[config.mk]
export PLATFORM = sky130hd
export DESIGN_NAME = oversample_cdr
export DESIGN_NICKNAME = d
export VERILOG_FILES = /design/src/rtl/cdr_pkg.sv /design/src/rtl/cdr_ctrl.sv /design/src/rtl/cdr_datapath.sv /design/src/rtl/oversample_cdr.sv
export SDC_FILE = /design/constraint.sdc
export NUM_CORES = 1
export LEC_CHECK = 0
export BUFFER_PORTS_ARGS = -buffer_cell sky130_fd_sc_hd__buf_4
export CORE_MARGIN = 2
export CORE_UTILIZATION = 55
export DETAILED_ROUTE_END_ITERATION = 6
export GPL_ROUTABILITY_DRIVEN = 0
export PLACE_DENSITY = 0.71
export SYNTH_ARGS = -nofsm -noshare
export SYNTH_HDL_FRONTEND = slang
export SYNTH_SLANG_ARGS = --single-unit
[constraint.sdc]
create_clock -name clk -period 12.61 [get_ports clk]
set_input_delay 1.261 -clock clk [delete_from_list [all_inputs] [get_ports clk]]
set_output_delay 1.261 -clock clk [all_outputs]
set_load 0.005 [all_outputs]
[src/rtl/cdr_pkg.sv]
package cdr_pkg;

  // Phase observations the datapath reports to the control
  typedef struct packed {
    logic phaseZero;
    logic phaseLow;
    logic atMid;
    logic atWrap;
  } loopStatus_t;

  // One-cycle commands the control issues to the datapath
  typedef struct packed {
    logic clearAll;
    logic timeout;
    logic snap;
    logic lagStep;
    logic leadStep;
    logic strobe;
  } loopCmd_t;

endpackage

[src/rtl/cdr_ctrl.sv]
module cdr_ctrl
  import cdr_pkg::*;
#(
  parameter int ACT_BASE = 4
) (
  input  logic        clk,
  input  logic        rst_n,
  input  logic        rxBit,
  input  logic        holdReset,
  input  logic        fastAlign,
  input  logic [1:0]  actSel,
  input  loopStatus_t status,
  output loopCmd_t    cmd,
  output logic        rxSample,
  output logic        active
);

  localparam int IDLE_W = $clog2(ACT_BASE * 4) + 1;

  logic              edgeSeen;
  logic [IDLE_W-1:0] idleCnt;
  logic [IDLE_W-1:0] idleLimit;
  logic              checkOn;
  logic              idleDone;

  assign edgeSeen = rxBit ^ rxSample;
  assign checkOn  = (actSel != 2'b00);

  always_comb begin
    idleLimit = IDLE_W'(ACT_BASE) << (actSel - 2'd1);
  end

  assign idleDone = (idleCnt + IDLE_W'(1)) >= idleLimit;

  always_comb begin
    cmd          = '0;
    cmd.clearAll = holdReset;
    if (!holdReset) begin
      cmd.snap   = edgeSeen & fastAlign & ~active;
      cmd.lagStep  = edgeSeen & ~cmd.snap & ~status.phaseZero &  status.phaseLow;
      cmd.leadStep = edgeSeen & ~cmd.snap & ~status.phaseZero & ~status.phaseLow;
      cmd.timeout  = ~edgeSeen & active & status.atWrap & checkOn & idleDone;
      cmd.strobe   = active & status.atMid;
    end
  end

  // Input sample register used for transition detection
  always_ff @(posedge clk or negedge rst_n) begin
    if (!rst_n) rxSample <= 1'b0;
    else        rxSample <= rxBit;
  end

  always_ff @(posedge clk or negedge rst_n) begin
    if (!rst_n) begin
      active  <= 1'b0;
      idleCnt <= '0;
    end else begin
      if (cmd.clearAll)      active <= 1'b0;
      else if (edgeSeen)     active <= 1'b1;
      else if (cmd.timeout)  active <= 1'b0;

      if (cmd.clearAll || edgeSeen || !active || cmd.timeout)
        idleCnt <= '0;
      else if (status.atWrap && idleCnt != '1)
        idleCnt <= idleCnt + IDLE_W'(1);
    end
  end

endmodule

[src/rtl/cdr_datapath.sv]
module cdr_datapath
  import cdr_pkg::*;
#(
  parameter int PERIOD_W    = 9,
  parameter int MIN_PERIOD  = 2,
  parameter int MAX_PERIOD  = 400,
  parameter int CLAMP_SHIFT = 3
) (
  input  logic                clk,
  input  logic                rst_n,
  input  logic [PERIOD_W-1:0] nomPeriod,
  input  logic [1:0]          clampSel,
  input  logic                rxSample,
  input  loopCmd_t            cmd,
  output loopStatus_t         status,
  output logic                dataOut,
  output logic                bitStrobe
);

  localparam int OW = PERIOD_W + 1;
  localparam logic [PERIOD_W-1:0] MIN_P = PERIOD_W'(MIN_PERIOD);
  localparam logic [PERIOD_W-1:0] MAX_P = PERIOD_W'(MAX_PERIOD);
  localparam logic signed [OW-1:0] ONE_S = OW'(1);

  logic [PERIOD_W-1:0]   nomEff;
  logic [PERIOD_W-1:0]   rawBound;
  logic signed [OW-1:0]  boundS;
  logic signed [OW-1:0]  negBound;
  logic signed [OW-1:0]  ofs;
  logic signed [OW-1:0]  ofsNext;
  logic [OW-1:0]         periodLen;
  logic [OW-1:0]         mid;
  logic [OW-1:0]         phase;
  logic [OW-1:0]         phaseNext;
  logic [OW-1:0]         phasePlus2;

  // Nominal period limited to the legal range
  always_comb begin
    if (nomPeriod < MIN_P)      nomEff = MIN_P;
    else if (nomPeriod > MAX_P) nomEff = MAX_P;
    else                        nomEff = nomPeriod;
  end

  // Drift window: nominal shifted by base + selector, at least one sample
  assign rawBound = nomEff >> (3'(CLAMP_SHIFT) + {1'b0, clampSel});
  assign boundS   = (rawBound == '0) ? ONE_S : $signed({1'b0, rawBound});
  assign negBound = -boundS;

  assign periodLen = {1'b0, nomEff} + $unsigned(ofs);
  assign mid       = periodLen >> 1;

  assign status.phaseZero = (phase == '0);
  assign status.phaseLow  = (phase < mid);
  assign status.atMid     = (phase == mid);
  assign status.atWrap    = (phase >= periodLen - OW'(1));

  assign phasePlus2 = phase + OW'(2);

  always_comb begin
    if (cmd.clearAll || cmd.timeout)  phaseNext = '0;
    else if (cmd.snap)                phaseNext = OW'(1);
    else if (cmd.lagStep)             phaseNext = phase;
    else if (cmd.leadStep)
      phaseNext = (phasePlus2 >= periodLen) ? phasePlus2 - periodLen : phasePlus2;
    else if (status.atWrap)           phaseNext = '0;
    else                              phaseNext = phase + OW'(1);
  end

  always_comb begin
    ofsNext = ofs;
    if (cmd.clearAll || cmd.timeout) ofsNext = '0;
    else if (cmd.lagStep)  ofsNext = (ofs >= boundS)   ? boundS   : ofs + ONE_S;
    else if (cmd.leadStep) ofsNext = (ofs <= negBound) ? negBound : ofs - ONE_S;
  end

  always_ff @(posedge clk or negedge rst_n) begin
    if (!rst_n) begin
      phase     <= '0;
      ofs       <= '0;
      bitStrobe <= 1'b0;
      dataOut   <= 1'b0;
    end else begin
      phase     <= phaseNext;
      ofs       <= ofsNext;
      bitStrobe <= cmd.strobe;
      if (cmd.strobe) dataOut <= rxSample;
    end
  end

endmodule

[src/rtl/oversample_cdr.sv]
module oversample_cdr
  import cdr_pkg::*;
#(
  parameter int PERIOD_W    = 9,
  parameter int MIN_PERIOD  = 2,
  parameter int MAX_PERIOD  = 400,
  parameter int CLAMP_SHIFT = 3,
  parameter int ACT_BASE    = 4
) (
  input  logic                clk,
  input  logic                rst_n,
  input  logic                rxBit,
  input  logic [PERIOD_W-1:0] nomPeriod,
  input  logic [1:0]          clampSel,
  input  logic [1:0]          actSel,
  input  logic                fastAlign,
  input  logic                holdReset,
  output logic                dataOut,
  output logic                bitStrobe,
  output logic                active
);

  loopStatus_t loopStat;
  loopCmd_t    loopCmd;
  logic        rxSample;

  cdr_ctrl #(
    .ACT_BASE (ACT_BASE)
  ) ctrl_i (
    .clk       (clk),
    .rst_n     (rst_n),
    .rxBit     (rxBit),
    .holdReset (holdReset),
    .fastAlign (fastAlign),
    .actSel    (actSel),
    .status    (loopStat),
    .cmd       (loopCmd),
    .rxSample  (rxSample),
    .active    (active)
  );

  cdr_datapath #(
    .PERIOD_W    (PERIOD_W),
    .MIN_PERIOD  (MIN_PERIOD),
    .MAX_PERIOD  (MAX_PERIOD),
    .CLAMP_SHIFT (CLAMP_SHIFT)
  ) dp_i (
    .clk       (clk),
    .rst_n     (rst_n),
    .nomPeriod (nomPeriod),
    .clampSel  (clampSel),
    .rxSample  (rxSample),
    .cmd       (loopCmd),
    .status    (loopStat),
    .dataOut   (dataOut),
    .bitStrobe (bitStrobe)
  );

endmodule

==> impl_metrics.py <==
metrics = {
    "run_status": {
        "outcome": "complete, no violations",
    },
    "worst_setup_path": {
        "crit_buf_inv": 2,
        "crit_start": "nomPeriod[5]",
        "cpLargestDelayFamily": "compound AO/OA/AOI/OAI gates",
        "crit_path_start_kind": "primary input",
        "slowest_stage": "a2111oi_0",
        "worst-path-stages": 22,
        "r2r_end": "dp_i.ofs[9]",
        "rrSetupSlack_ns": 7.45,
        "cpPeakStageDelay_ns": 0.74,
        "endpoint": "dp_i.ofs[9]",
        "worstPathMaxFanout": 10,
        "reg2regPathDepth": 19,
        "cp_cell_sequence": "buf_4 -> o311ai_0 -> nand2_1 -> a21oi_1 -> ha_1 -> inv_1 -> fa_1 -> xor2_1 -> and3_1 -> o211ai_1 -> nand3b_1 -> nor3_1 -> xor2_1 -> ha_1 -> a2111oi_0 -> nand2_1 -> o21ai_0 -> a31oi_1 -> a21oi_1 -> and2_1 -> o21bai_1 -> a22o_1",
        "crit_path_end_kind": "flip-flop",
        "cp_data_arrival_time_ns": 6.77,
        "timing_worst_setup_path_type": "in -> reg",
        "r2r-start": "dp_i.ofs[0]",
        "required_ns": 12.82,
    },
    "clocking": {
        "clk_pin_slew_ns": 0.06,
        "cts_tree": "built",
        "cts_root_buffer": "clkbuf_8",
        "cts-buffers-inserted": 5,
        "hold_buffers": 0,
        "clock_path_buffers": 2,
        "ctsResizeCount": 0,
        "clkLatencyLatePin_ns": 0.28,
        "cts_htree_levels": 2,
        "clock-sinks": 29,
        "cts_setup_buffers": 0,
    },
    "routing": {
        "dr.pass1.iters": 5,
        "via_per_inst": 6.35,
        "drc": 0,
        "final_antenna_net_count": 0,
        "drt_iter0_drc": 256,
        "via_count": 4311,
        "finalWirelength_um": 11900,
        "wl_per_cell_um": 17.5,
    },
    "timing": {
        "clock_skew_ns": 0.00925,
        "slew-limit-headroom_pct": 34.4,
        "worst_pin_slew_ns": 0.978,
        "worst_slack_ns": 6.06,
        "min_period_ns": 6.55,
        "finalCritPeriodShare_pct": 52.0,
        "hold_viol_final": 0,
        "slew_viol_final": 0,
        "clock.fmax_mhz": 153,
        "setup_viol": 0,
        "rsz0062_at_grt": "no",
        "setup_tns_ns": 0,
    },
    "synthesis": {
        "synth_area_leader_cell": "ha_1",
        "synth-seq-area-share_pct": 16.0,
        "synth_edf_count": 0,
        "synthTopCellsByCount": "64 x ha_1, 39 x nor2_1, 38 x a21oi_1",
        "yosysUniqueCellTypes": 67,
        "post-synth-top-count-cell": "ha_1",
        "synth-warning-count": 0,
        "synth_cells": 571,
        "async_flop_share_pct": 100,
        "ys_ff_latch": 29,
        "synth.cell_area_mm2": 0.00454,
        "yosys.area.top_type_share_pct": 17.7,
        "synth.area.top_cells": "ha_1 18%, dfrtp_1 16%, xnor2_1 5.2%",
        "avgSynthCellArea_um2": 7.94,
        "synthFlopType": "dfrtp_1",
    },
    "layout": {
        "syn_to_final_growth_pct": 5.90,
        "final_layout_size_suffix_gt1_share_pct": 9.93,
        "fin_cells": 679,
        "nets": 657,
        "insertedDiodeCount": 0,
    },
    "min_path": {
        "min_path_type": "reg -> reg",
        "whs_path_depth": 1,
    },
    "grt": {
        "grt_pass1_vias": 4099,
        "track_usage_pct": 27.6,
        "antenna_found_initial": 0,
        "grt.overflow.total": 0,
        "grt_max_degree": 30,
        "grt_pass1_wl_um": 19700,
    },
    "place": {
        "pre_cts_ws_ns": 5.91,
        "port-buffer-count": 20,
        "dpl.hpwl_um": 9300,
        "dp.cells": 671,
    },
    "run": {
        "cap_violations": 0,
    },
    "power": {
        "p_clk_share_pct": 8.6,
        "p_per_area_mw_per_mm2": 209,
        "combPwrFrac_pct": 75.2,
        "ir_drop_uv": 113,
        "power_leakage_nw": 2.26,
        "p_seq_share_pct": 16.3,
        "p_int_uw": 478,
        "switching_share_pct": 52.2,
        "p_sw_uw": 524,
        "power_mw": 1.00,
    },
    "die": {
        "fp.dieH_um": 94.8,
        "ioPinCount": 21,
        "initial_core_util_pct": 56.0,
        "dieWidth_um": 94.8,
        "dieArea_mm2": 0.00899,
        "core_mm2": 0.00809,
        "placementRows": 33,
    },
}
==> final cells by class <==
cell class	count	area, um2
clock buffers	7	96.3
clock inverters	1	5.00
fillers	800	3290
inverters	28	105
multi-input cells	487	3570
flip-flops and latches	29	726
well taps	105	131
repair buffers	22	165
==> worst register-to-register path, stage by stage (launching register included) <==
cell and delay (ns):
dfrtp_1 0.48, ha_1 0.27, inv_1 0.07, fa_1 0.24
nor2b_4 0.06, o2111a_2 0.28, or4_4 0.51, nand2_1 0.32
nand3b_1 0.18, nor3_1 0.22, xor2_1 0.11, ha_1 0.21
a2111oi_0 0.74, nand2_1 0.10, o21ai_0 0.14, a31oi_1 0.12
a21oi_1 0.33, and2_1 0.40, o21bai_1 0.17, a22o_1 0.14
==> per-stage QoR <==
| stage | utilization, % | hold slack, ns | area, um2 |
|---|---|---|---|
| CTS | 59.4 | 0.531 | 4800 |
| floorplan | - | 0.496 | 4540 |
| global placement | 58.1 | 0.500 | 4700 |
| global route | 59.4 | 0.561 | 4800 |
| finish | 59.4 | 0.525 | 4800 |
| detailed placement | 58.1 | 0.513 | 4700 |
==> how the worst min path moves through the flow <==
stage                                  from                end
after floorplan           ctrl_i.idleCnt[4]  ctrl_i.idleCnt[4]
after global placement         dp_i.dataOut       dp_i.dataOut
after detailed placement       dp_i.dataOut       dp_i.dataOut
after CTS                      dp_i.dataOut       dp_i.dataOut
after global routing        ctrl_i.rxSample       dp_i.dataOut
final                          dp_i.dataOut       dp_i.dataOut
==> per-layer routing <==
metal  part of all wire (%)  routed length, um  track usage, %
met1                     48               5710            39.5
met2                     45               5380            43.8
met4                    1.4                163            8.45
met3                    5.1                603            2.95
met5                      0                  0               0
==> state kept, by name, summed over array words and instances, names as in the netlist <==
name	count
dp_i.ofs	10
dp_i.phase	10
ctrl_i.idleCnt	5
ctrl_i.active	1
ctrl_i.rxSample	1
dp_i.bitStrobe	1
dp_i.dataOut	1
==> power groups by stage <==
stage | combinational, mW | sequential (mW) | clock [mW]
3_5_place_dp | 0.739 | 0.162 | 0
4_1_cts | 0.747 | 0.160 | 0.0868
2_1_floorplan | 0.608 | 0.135 | 0
6_report | 0.753 | 0.163 | 0.0858
3_3_place_gp | 0.719 | 0.163 | 0
5_1_grt | 0.846 | 0.166 | 0.0906
==> cell usage in the layout, fill, tap and decap left out, drive strengths merged, types with 9 or more instances in the layout <==
cell type,n
mux2i,13
inv,28
and2,10
nand2b,13
nor2,39
dfrtp,29
ha,64
nand3,16
a211oi,9
a21oi,38
o21ai,36
buf,22
nand2,37
nor3,17
o211ai,10
xor2,24
xnor2,27
a21o,9
==> cell families (layout without fill, tap and decap cells) <==
kind of cell	after synthesis	count (layout)	share of synthesized area (%)
fa+ha+maj	68	68	19.0
xor+xnor	51	51	9.85
buf+inv	56	58	5.27
mux	18	18	4.11
compound gates	161	161	23.6
other cells	1	2	0.0827
flops	29	29	16.0
simple gates	187	187	22.0
(Power assumes the default switching activity.)
